**config.mk**
```make
export PLATFORM = sky130hd
export DESIGN_NAME = tod_hundredths_clock
export DESIGN_NICKNAME = d
export VERILOG_FILES = /design/src/rtl/tod_pkg.sv /design/src/rtl/tod_prescaler.sv /design/src/rtl/tod_digit.sv /design/src/rtl/tod_digit_chain.sv /design/src/rtl/tod_snapshot.sv /design/src/rtl/tod_hundredths_clock.sv
export SDC_FILE = /design/constraint.sdc
export NUM_CORES = 1
export LEC_CHECK = 0
export BUFFER_PORTS_ARGS = -buffer_cell sky130_fd_sc_hd__buf_2
export CORE_ASPECT_RATIO = 1.25
export CORE_MARGIN = 2
export CORE_UTILIZATION = 60
export DETAILED_ROUTE_END_ITERATION = 10
export GPL_ROUTABILITY_DRIVEN = 1
export PLACE_DENSITY = 0.82
export SYNTH_ARGS = -nofsm -noshare
export SYNTH_HDL_FRONTEND = slang
export SYNTH_SLANG_ARGS = --single-unit
```
**constraint.sdc**
```tcl
create_clock -name clk -period 3.2 [get_ports clk]
set_input_delay 0.16 -clock clk [delete_from_list [all_inputs] [get_ports clk]]
set_output_delay 0.16 -clock clk [all_outputs]
set_load 0.1 [all_outputs]
```
**src/rtl/tod_pkg.sv**
```systemverilog
package tod_pkg;

   localparam int unsigned TOD_DIGITS = 4;
   localparam int unsigned BCD_W      = 4;
   localparam int unsigned TOD_W      = TOD_DIGITS * BCD_W;

   typedef logic [BCD_W-1:0] bcd_t;

   // first member is most significant: hours tens at the top of the word
   typedef struct packed {
      bcd_t hr_tens;
      bcd_t hr_ones;
      bcd_t hu_tens;
      bcd_t hu_ones;
   } tod_time_t;

endpackage

```
**src/rtl/tod_prescaler.sv**
```systemverilog
module tod_prescaler #(
   parameter int unsigned PRESCALE = 72_000_000
) (
   input  logic clk,
   input  logic rst_n,
   input  logic restart,
   output logic step_o
);

   if (PRESCALE < 1) begin : g_bad_prescale
      $error("tod_prescaler: PRESCALE must be at least 1");
   end

   if (PRESCALE == 1) begin : g_every_cycle
      assign step_o = ~restart;
   end else begin : g_counted
      localparam int unsigned CNT_W = $clog2(PRESCALE);
      localparam logic [CNT_W-1:0] CNT_LAST = CNT_W'(PRESCALE - 1);

      logic [CNT_W-1:0] cnt_q;

      always_ff @(posedge clk) begin
         if (!rst_n || restart) begin
            cnt_q <= '0;
         end else if (cnt_q == CNT_LAST) begin
            cnt_q <= '0;
         end else begin
            cnt_q <= cnt_q + 1'b1;
         end
      end

      assign step_o = (cnt_q == CNT_LAST) && !restart;


      step_gap_chk: assert property (@(posedge clk) disable iff (!rst_n)
         step_o |=> !step_o);
   end

endmodule

```
**src/rtl/tod_digit.sv**
```systemverilog
module tod_digit #(
   parameter int unsigned STEP = 1,
   parameter int unsigned LAST = 9
) (
   input  logic       clk,
   input  logic       rst_n,
   input  logic       load,
   input  logic [3:0] load_val,
   input  logic       inc,
   input  logic       clr,
   output logic [3:0] val_o,
   output logic       carry_o
);

   if (LAST > 9 || STEP < 1 || STEP > 9) begin : g_bad_digit
      $error("tod_digit: STEP/LAST outside one decimal digit");
   end

   localparam logic [3:0] LAST_V = 4'(LAST);
   localparam logic [3:0] STEP_V = 4'(STEP);

   logic [3:0] val_q;

   always_ff @(posedge clk) begin
      if (!rst_n) begin
         val_q <= '0;
      end else if (load) begin
         val_q <= load_val;
      end else if (inc) begin
         if (clr || val_q == LAST_V) begin
            val_q <= '0;
         end else begin
            val_q <= val_q + STEP_V;
         end
      end
   end

   assign val_o   = val_q;
   assign carry_o = inc && !clr && (val_q == LAST_V);


   digit_bcd_chk: assert property (@(posedge clk) disable iff (!rst_n)
      val_q <= 4'd9);

endmodule

```
**src/rtl/tod_digit_chain.sv**
```systemverilog
module tod_digit_chain
   import tod_pkg::*;
#(
   parameter int unsigned HOURS_PER_DAY = 24,
   parameter int unsigned HU_STEP       = 2
) (
   input  logic      clk,
   input  logic      rst_n,
   input  logic      step,
   input  logic      load,
   input  tod_time_t load_val,
   output tod_time_t time_o
);

   if (HOURS_PER_DAY < 2 || HOURS_PER_DAY > 100) begin : g_bad_hours
      $error("tod_digit_chain: HOURS_PER_DAY must be 2..100");
   end
   if (HU_STEP != 1 && HU_STEP != 2 && HU_STEP != 5) begin : g_bad_step
      $error("tod_digit_chain: HU_STEP must divide ten");
   end

   localparam bcd_t        HR_TOP_TENS = bcd_t'((HOURS_PER_DAY - 1) / 10);
   localparam bcd_t        HR_TOP_ONES = bcd_t'((HOURS_PER_DAY - 1) % 10);
   localparam int unsigned LOW_LAST    = 10 - HU_STEP;
   localparam bcd_t        LOW_LAST_V  = bcd_t'(LOW_LAST);

   function automatic bcd_t round_low(input bcd_t v);
      int unsigned t;
      t = int'(v);
      return bcd_t'(t - (t % HU_STEP));
   endfunction

   bcd_t       dig [TOD_DIGITS];
   bcd_t       ld  [TOD_DIGITS];
   logic [3:0] inc;
   logic [3:0] clr;
   logic [3:0] carry;
   logic       hr_wrap;

   assign ld[0] = round_low(load_val.hu_ones);
   assign ld[1] = load_val.hu_tens;
   assign ld[2] = load_val.hr_ones;
   assign ld[3] = load_val.hr_tens;

   assign hr_wrap = (dig[3] == HR_TOP_TENS) && (dig[2] == HR_TOP_ONES);

   always_comb begin
      inc[0] = step;
      inc[1] = carry[0];
      inc[2] = carry[1];
      inc[3] = carry[2] | (carry[1] & hr_wrap);
      clr    = {hr_wrap, hr_wrap, 2'b00};
   end

   for (genvar gi = 0; gi < TOD_DIGITS; gi++) begin : g_digit
      tod_digit #(
         .STEP (gi == 0 ? HU_STEP  : 1),
         .LAST (gi == 0 ? LOW_LAST : 9)
      ) i_digit (
         .clk      (clk),
         .rst_n    (rst_n),
         .load     (load),
         .load_val (ld[gi]),
         .inc      (inc[gi]),
         .clr      (clr[gi]),
         .val_o    (dig[gi]),
         .carry_o  (carry[gi])
      );
   end

   assign time_o = '{hr_tens: dig[3], hr_ones: dig[2],
                     hu_tens: dig[1], hu_ones: dig[0]};


   hu_roll_chk: assert property (@(posedge clk) disable iff (!rst_n)
      (step && !load && dig[1] == 4'd9 && dig[0] == LOW_LAST_V)
      |=> (dig[1] == 4'd0 && dig[0] == 4'd0 && dig[2] != $past(dig[2])));


   day_wrap_chk: assert property (@(posedge clk) disable iff (!rst_n)
      (step && !load && hr_wrap && dig[1] == 4'd9 && dig[0] == LOW_LAST_V)
      |=> (time_o == '0));


   load_take_chk: assert property (@(posedge clk) disable iff (!rst_n)
      load |=> (dig[3] == $past(ld[3]) && dig[2] == $past(ld[2]) &&
                dig[1] == $past(ld[1]) && dig[0] == $past(ld[0])));


   idle_hold_chk: assert property (@(posedge clk) disable iff (!rst_n)
      (!step && !load) |=> $stable(time_o));

   if (HU_STEP == 2) begin : g_even_chk

      low_even_chk: assert property (@(posedge clk) disable iff (!rst_n)
         !dig[0][0]);
   end

endmodule

```
**src/rtl/tod_snapshot.sv**
```systemverilog
module tod_snapshot
   import tod_pkg::*;
(
   input  logic      clk,
   input  logic      rst_n,
   input  logic      req,
   input  tod_time_t live,
   output tod_time_t data_o,
   output logic      valid_o
);

   tod_time_t data_q;
   logic      valid_q;

   always_ff @(posedge clk) begin
      if (!rst_n) begin
         data_q  <= '0;
         valid_q <= 1'b0;
      end else begin
         valid_q <= req;
         if (req) begin
            data_q <= live;
         end
      end
   end

   assign data_o  = data_q;
   assign valid_o = valid_q;


   snap_take_chk: assert property (@(posedge clk) disable iff (!rst_n)
      req |=> (valid_o && data_o == $past(live)));


   snap_hold_chk: assert property (@(posedge clk) disable iff (!rst_n)
      !req |=> (!valid_o && $stable(data_o)));

endmodule

```
**src/rtl/tod_hundredths_clock.sv**
```systemverilog
module tod_hundredths_clock
   import tod_pkg::*;
#(
   parameter int unsigned PRESCALE      = 72_000_000,
   parameter int unsigned HOURS_PER_DAY = 24,
   parameter int unsigned HU_STEP       = 2
) (
   input  logic              clk,
   input  logic              rst_n,
   input  logic              load_en,
   input  logic [TOD_W-1:0]  load_time,
   input  logic              rd_req,
   output logic [TOD_W-1:0]  rd_time,
   output logic              rd_valid
);

   logic      step;
   tod_time_t live_time;
   tod_time_t snap_time;

   tod_prescaler #(
      .PRESCALE (PRESCALE)
   ) i_prescaler (
      .clk     (clk),
      .rst_n   (rst_n),
      .restart (load_en),
      .step_o  (step)
   );

   tod_digit_chain #(
      .HOURS_PER_DAY (HOURS_PER_DAY),
      .HU_STEP       (HU_STEP)
   ) i_chain (
      .clk      (clk),
      .rst_n    (rst_n),
      .step     (step),
      .load     (load_en),
      .load_val (tod_time_t'(load_time)),
      .time_o   (live_time)
   );

   tod_snapshot i_snapshot (
      .clk     (clk),
      .rst_n   (rst_n),
      .req     (rd_req),
      .live    (live_time),
      .data_o  (snap_time),
      .valid_o (rd_valid)
   );

   assign rd_time = snap_time;


   reset_clear_chk: assert property (@(posedge clk)
      !rst_n |=> (rd_valid == 1'b0 && live_time == '0));

endmodule

```
## Word-level counts from Yosys, hierarchy flattened

Cells that the tools add are included.

- Output and inout port bits: 17
- Flip-flop bits (word level): 60
- Input port bits: 20
- Logic and storage cells: 54

- Multiplexer cells: 12
- Bitwise logic cells: 2
- Equal/unequal tests: 7
- Reduce and logical (&&, ||, !) cells: 17
- $add $sub $neg: 6

Operators by type and width:

| cell | count |
|---|---|
| 4-bit 2-to-1 mux | 12 |
| 27-bit by 1-bit adder with 27-bit output, second input constant | 1 |
| 27-bit == test, second input constant | 1 |
| 4-bit == test, second input constant | 4 |
| 4-bit by 1-bit adder with 4-bit output, second input constant | 3 |
| 4-bit by 2-bit == test with 1-bit output, second input constant | 2 |
| 2-bit nonzero test | 4 |
| 1-bit logical AND | 6 |
| 4-bit by 2-bit adder with 4-bit output, second input constant | 1 |
| 4-bit by 1-bit subtractor with 4-bit output | 1 |
| 1-bit zero test | 3 |
| 1-bit logical OR | 3 |
| 2-bit OR reduction | 1 |
| 1-bit bitwise AND | 1 |
| 1-bit bitwise OR | 1 |

## Logic depth before layout (Yosys ltp)

- Word-level depth: 9
- Gate-level depth with buffers: 8
- Mapped depth without buffers: 7

## Modules after synthesis

From an unflattened synthesis, not the netlist that was laid out.

- Cells, all modules: 332
- Area, all modules: 3074.2 sq um

Modules (own cells, without submodules):

| module | sequential area each (sq um) | area each (sq um) | cells an instance | times used |
|---|---|---|---|---|
| tod_prescaler | 540.5 | 1302.5 | 146 | 1 |
| tod_digit at i_chain.g_digit[1].i_digit ... | 80.1 | 277.8 | 32 | 3 |
| tod_snapshot | 340.3 | 643.1 | 53 | 1 |
| tod_digit at i_chain.g_digit[0].i_digit | 80.1 | 239.0 | 28 | 1 |
| tod_digit_chain | 0.0 | 56.3 | 9 | 1 |

## Worst setup path before layout

Ideal clock, no wire load.

- Path kind: reg2reg
- Start: register i_prescaler.g_counted.cnt_q[0]
- End: register i_chain.g_digit[1].i_digit.val_q[2]
- Period minus slack after synthesis: 1941 ps
- Path buffers: 1
- Library setup time: 125 ps
- Arrival time: 1815 ps
- Stages on the path, launching flop included: 8
- Data required time: 3075 ps
- Setup slack: 1259 ps
- Path through: dfxtp_1 > ha_1 > nand3_1 > or3_4 > or3_1 > buf_2 > nor4b_1 > nor3_1

- Word-level cells in the longest chain between the ends: 4

Ends and longest elaborated chain:

| element | line | text |
|---|---|---|
| start: declaration | tod_prescaler.sv:20 | `logic [CNT_W-1:0] cnt_q;` |
| start signal: assignment | tod_prescaler.sv:28 | `cnt_q <= cnt_q + 1'b1;` |
| 27-bit == test | tod_prescaler.sv:32 | `assign step_o = (cnt_q == CNT_LAST) && !restart;` |
| 1-bit logical AND | tod_prescaler.sv:32 |  |
| 1-bit logical AND | tod_digit.sv:39 | `assign carry_o = inc && !clr && (val_q == LAST_V);` |
| 2-bit nonzero test (no source line) | -- |  |
| end signal: assignment | tod_digit.sv:28 | `val_q <= load_val;` |
| end signal: assignment | tod_digit.sv:33 | `val_q <= val_q + STEP_V;` |
| end: declaration | tod_digit.sv:22 | `logic [3:0] val_q;` |

No other way between the ends.
A chain may end at the register's enable or synchronous reset.

## Worst setup path in the final report

- Start: register i_prescaler.g_counted.cnt_q[0]
- End: register i_prescaler.g_counted.cnt_q[19]

- Word-level cells in the longest chain between the ends: 2
- Elaborated cells on any way between the ends: 3
- Classes of those cells: add/sub: 1; eq/ne: 1; reduce/logical: 1

Ends and longest elaborated chain:

| element |
|---|
| branches (longest 2 deep; another with 27-bit by 1-bit adder with 27-bit output) |

Several ways; the timed one is not identified.

==> results.sh <==
export IMPL_status="complete, no violations"
export IMPL_path_delay_family="simple AND/OR/NAND/NOR gates"
export IMPL_n_fill_cell=390
export IMPL_path_clk_slew_ps=60
export IMPL_powerDensity_nw_per_um2=515
export IMPL_fin_crit_sh=0.740
export IMPL_cp_required_ps=3410
export IMPL_cpMaxStageDelayCell="or3_1"
export IMPL_p_leak_nw=1.26
export IMPL_max_stage_delay_ps=540
export IMPL_critPathCaptureType="flip-flop"
export IMPL_first_pass_iters=4
export IMPL_yosysUniqueCellTypes=54
export IMPL_die_y_um=81.8
export IMPL_grt_antenna_before_repair=0
export IMPL_rows=28
export IMPL_die_area_um2=5420
export IMPL_r2r_slack_ps=830
export IMPL_seq_area_um2=1160
export IMPL_fin_area_um2=3290
export IMPL_num_vias=2430
export IMPL_power_frac_comb=0.102
export IMPL_setup_tns_ps=0
export IMPL_grt_total_usage=0.242
export IMPL_ctsHoldBuffers=0
export IMPL_synth_async_sr_flop_share=0
export IMPL_p_sw_frac=0.260
export IMPL_clockPowerShare=0.445
export IMPL_dpl_worst_slack_ps=834
export IMPL_place_area_um2=3070
export IMPL_area_growth_pct=13.2
export IMPL_crit_path_max_fanout=25
export IMPL_synth_nets=361
export IMPL_fp_dieW_um=66.2
export IMPL_drtIter0Drc=165
export IMPL_ys_warn_count=0
export IMPL_fin_skew_ps=7.45
export IMPL_tightest_slew_ps=821
export IMPL_hpwl_mm=4.16
export IMPL_cts_buffers=9
export IMPL_ys_seq_elements=58
export IMPL_finalCriticalPeriod_ps=2370
export IMPL_timing_fmax_mhz=422
export IMPL_slew_headroom=0.448
export IMPL_final_setup_viol_count=0
export IMPL_drive_gt1_frac=0.161
export IMPL_clock_latency_ps=350
export IMPL_ctsResizeCount=0
export IMPL_final_util=0.700
export IMPL_drcViolationCount=0
export IMPL_routabilityCongestion=0.899
export IMPL_hold_path_class="in -> reg"
export IMPL_syn_inst=334
export IMPL_numPortBuffers=34
export IMPL_synth_edf_count=0
export IMPL_clockBufferDepth=2
export IMPL_grt_max_degree=41
export IMPL_drv_slew=0
export IMPL_coreArea_um2=4690
export IMPL_cap_violations=0
export IMPL_cts_tree="built"
export IMPL_synth_sequential_area_ratio=0.400
export IMPL_drt_vias_per_instance=5.70
export IMPL_path_buf_inv=0
export IMPL_setup_ws_ps=831
export IMPL_ios=37
export IMPL_internal_power_mw=1.25
export IMPL_wire_per_inst_um=14.3
export IMPL_power_frac_seq=0.454
export IMPL_cts_sinks=58
export IMPL_multi_input_area_um2=1590
export IMPL_critical_path_class="reg -> reg"
export IMPL_grt_setup_unrepaired="no"
export IMPL_initial_core_util=0.619
export IMPL_root_buffer="clkbuf_8"
export IMPL_htreeDepth=3
export IMPL_synthesis_area_um2=2900
export IMPL_antenna_cells=0
export IMPL_crit_chain="ha_1, nand3_1, or3_4, or3_1, nand2_2, nor2_1"
export IMPL_grt_pass1_vias=2326
export IMPL_wl_mm=6.08
export IMPL_grt_first_pass_wirelength_mm=10.1
export IMPL_synth_main_ff_cell="dfxtp_1"
export IMPL_finalHoldViolations=0
export IMPL_netSwitchingPower_mw=0.440
export IMPL_cts_setup_buffers=0
export IMPL_syn_avg_cell_area_um2=8.69
export IMPL_ant_nets=0
export IMPL_arrival_ps=2580
export IMPL_nets=388
export IMPL_irDropWorstVdd_mv=0.285
export IMPL_grt_ovfl_total=0
export IMPL_startpoint_type="flip-flop"
tightest hold or removal path, stage by stage:
cell and delay [ps]:
buf_2 80, nand3_1 60, nand2_1 60
flip-flops by register name (all words and copies together), names as in the netlist:
signal	flops
i_snapshot.valid_o	1
i_chain.g_digit.i_digit.val_o	15
i_snapshot.data_o	15
i_prescaler.g_counted.cnt_q	27
power groups by stage:
stage	Clock, mW	Combinational (mW)	Sequential (mW)
after floorplan	0	0.0864	0.833
after global routing	0.782	0.187	0.771
final	0.752	0.172	0.768
after global placement	0	0.169	0.783
after detailed placement	0	0.172	0.784
after CTS	0.750	0.173	0.768
kinds of logic after synthesis:
group / count (synthesis) / share of synthesized area
xor+xnor: 25 / 0.0754
other cells: 1 / 0.00129
fa+ha+maj: 7 / 0.0302
buf+inv: 35 / 0.0513
compound gates: 39 / 0.0875
simple gates: 149 / 0.285
mux: 20 / 0.0694
flops: 58 / 0.400
Yosys cell counts (5+ instances only):
master	count	area (µm²)
or3_1	5	31.3
nand3_1	16	80.1
inv_1	16	60.1
clkbuf_1	11	41.3
a21oi_1	7	35.0
dfxtp_1	58	1160
nand2_1	24	90.1
nor2_1	35	131
mux2i_1	19	190
nor3_1	10	50.1
o21ai_0	10	50.1
xnor2_1	21	184
ha_1	7	87.6
buf_2	5	25.0
nor2b_1	17	106
nand4_1	12	75.1
through the flow:
step,cells,hold slack (ps),power (mW)
CTS,426,42.8,1.69
detailed placement,410,392,0.956
floorplan,334,299,0.920
global placement,410,393,0.952
finish,426,41.6,1.69
global route,426,57.3,1.74
cell usage in the layout (no fill, tap or decap), types with 12 or more instances in the layout:
cell	n
nor2_1	35
nand3_1	16
xnor2_1	21
inv_1	16
dfxtp_1	58
nand2_1	24
mux2i_1	19
buf_2	34
nand4_1	12
nor2b_1	17
layout make-up:
class,instances,share of cell area
clock buffer,11,0.0430
clock inverter,5,0.0236
inverter,16,0.0183
multi-input combinational,241,0.485
timing repair buffer,35,0.0541
sequential,58,0.353
tap,60,0.0228
path summary, 6_finish.rpt:
check | from | end | cells past startpoint
setup / recovery | i_prescaler.g_counted.cnt_q[0] | i_prescaler.g_counted.cnt_q[19] | 6
hold reg to reg | i_prescaler.g_counted.cnt_q[0] | i_prescaler.g_counted.cnt_q[0] | 1
setup reg to reg | i_prescaler.g_counted.cnt_q[0] | i_prescaler.g_counted.cnt_q[19] | 6
hold / removal | load_time[10] | i_chain.g_digit[2].i_digit.val_o[2] | 3
metal layers:
layer / share of wire / track usage / vias to the layer above
met1: 0.41 / 0.269 / 1142
li1: - / - / 1223
met5: 0 / 0 / -
met2: 0.52 / 0.433 / 53
met3: 0.041 / 0.0562 / 12
met4: 0.022 / 0.110 / 0
(Power assumes the default switching activity.)
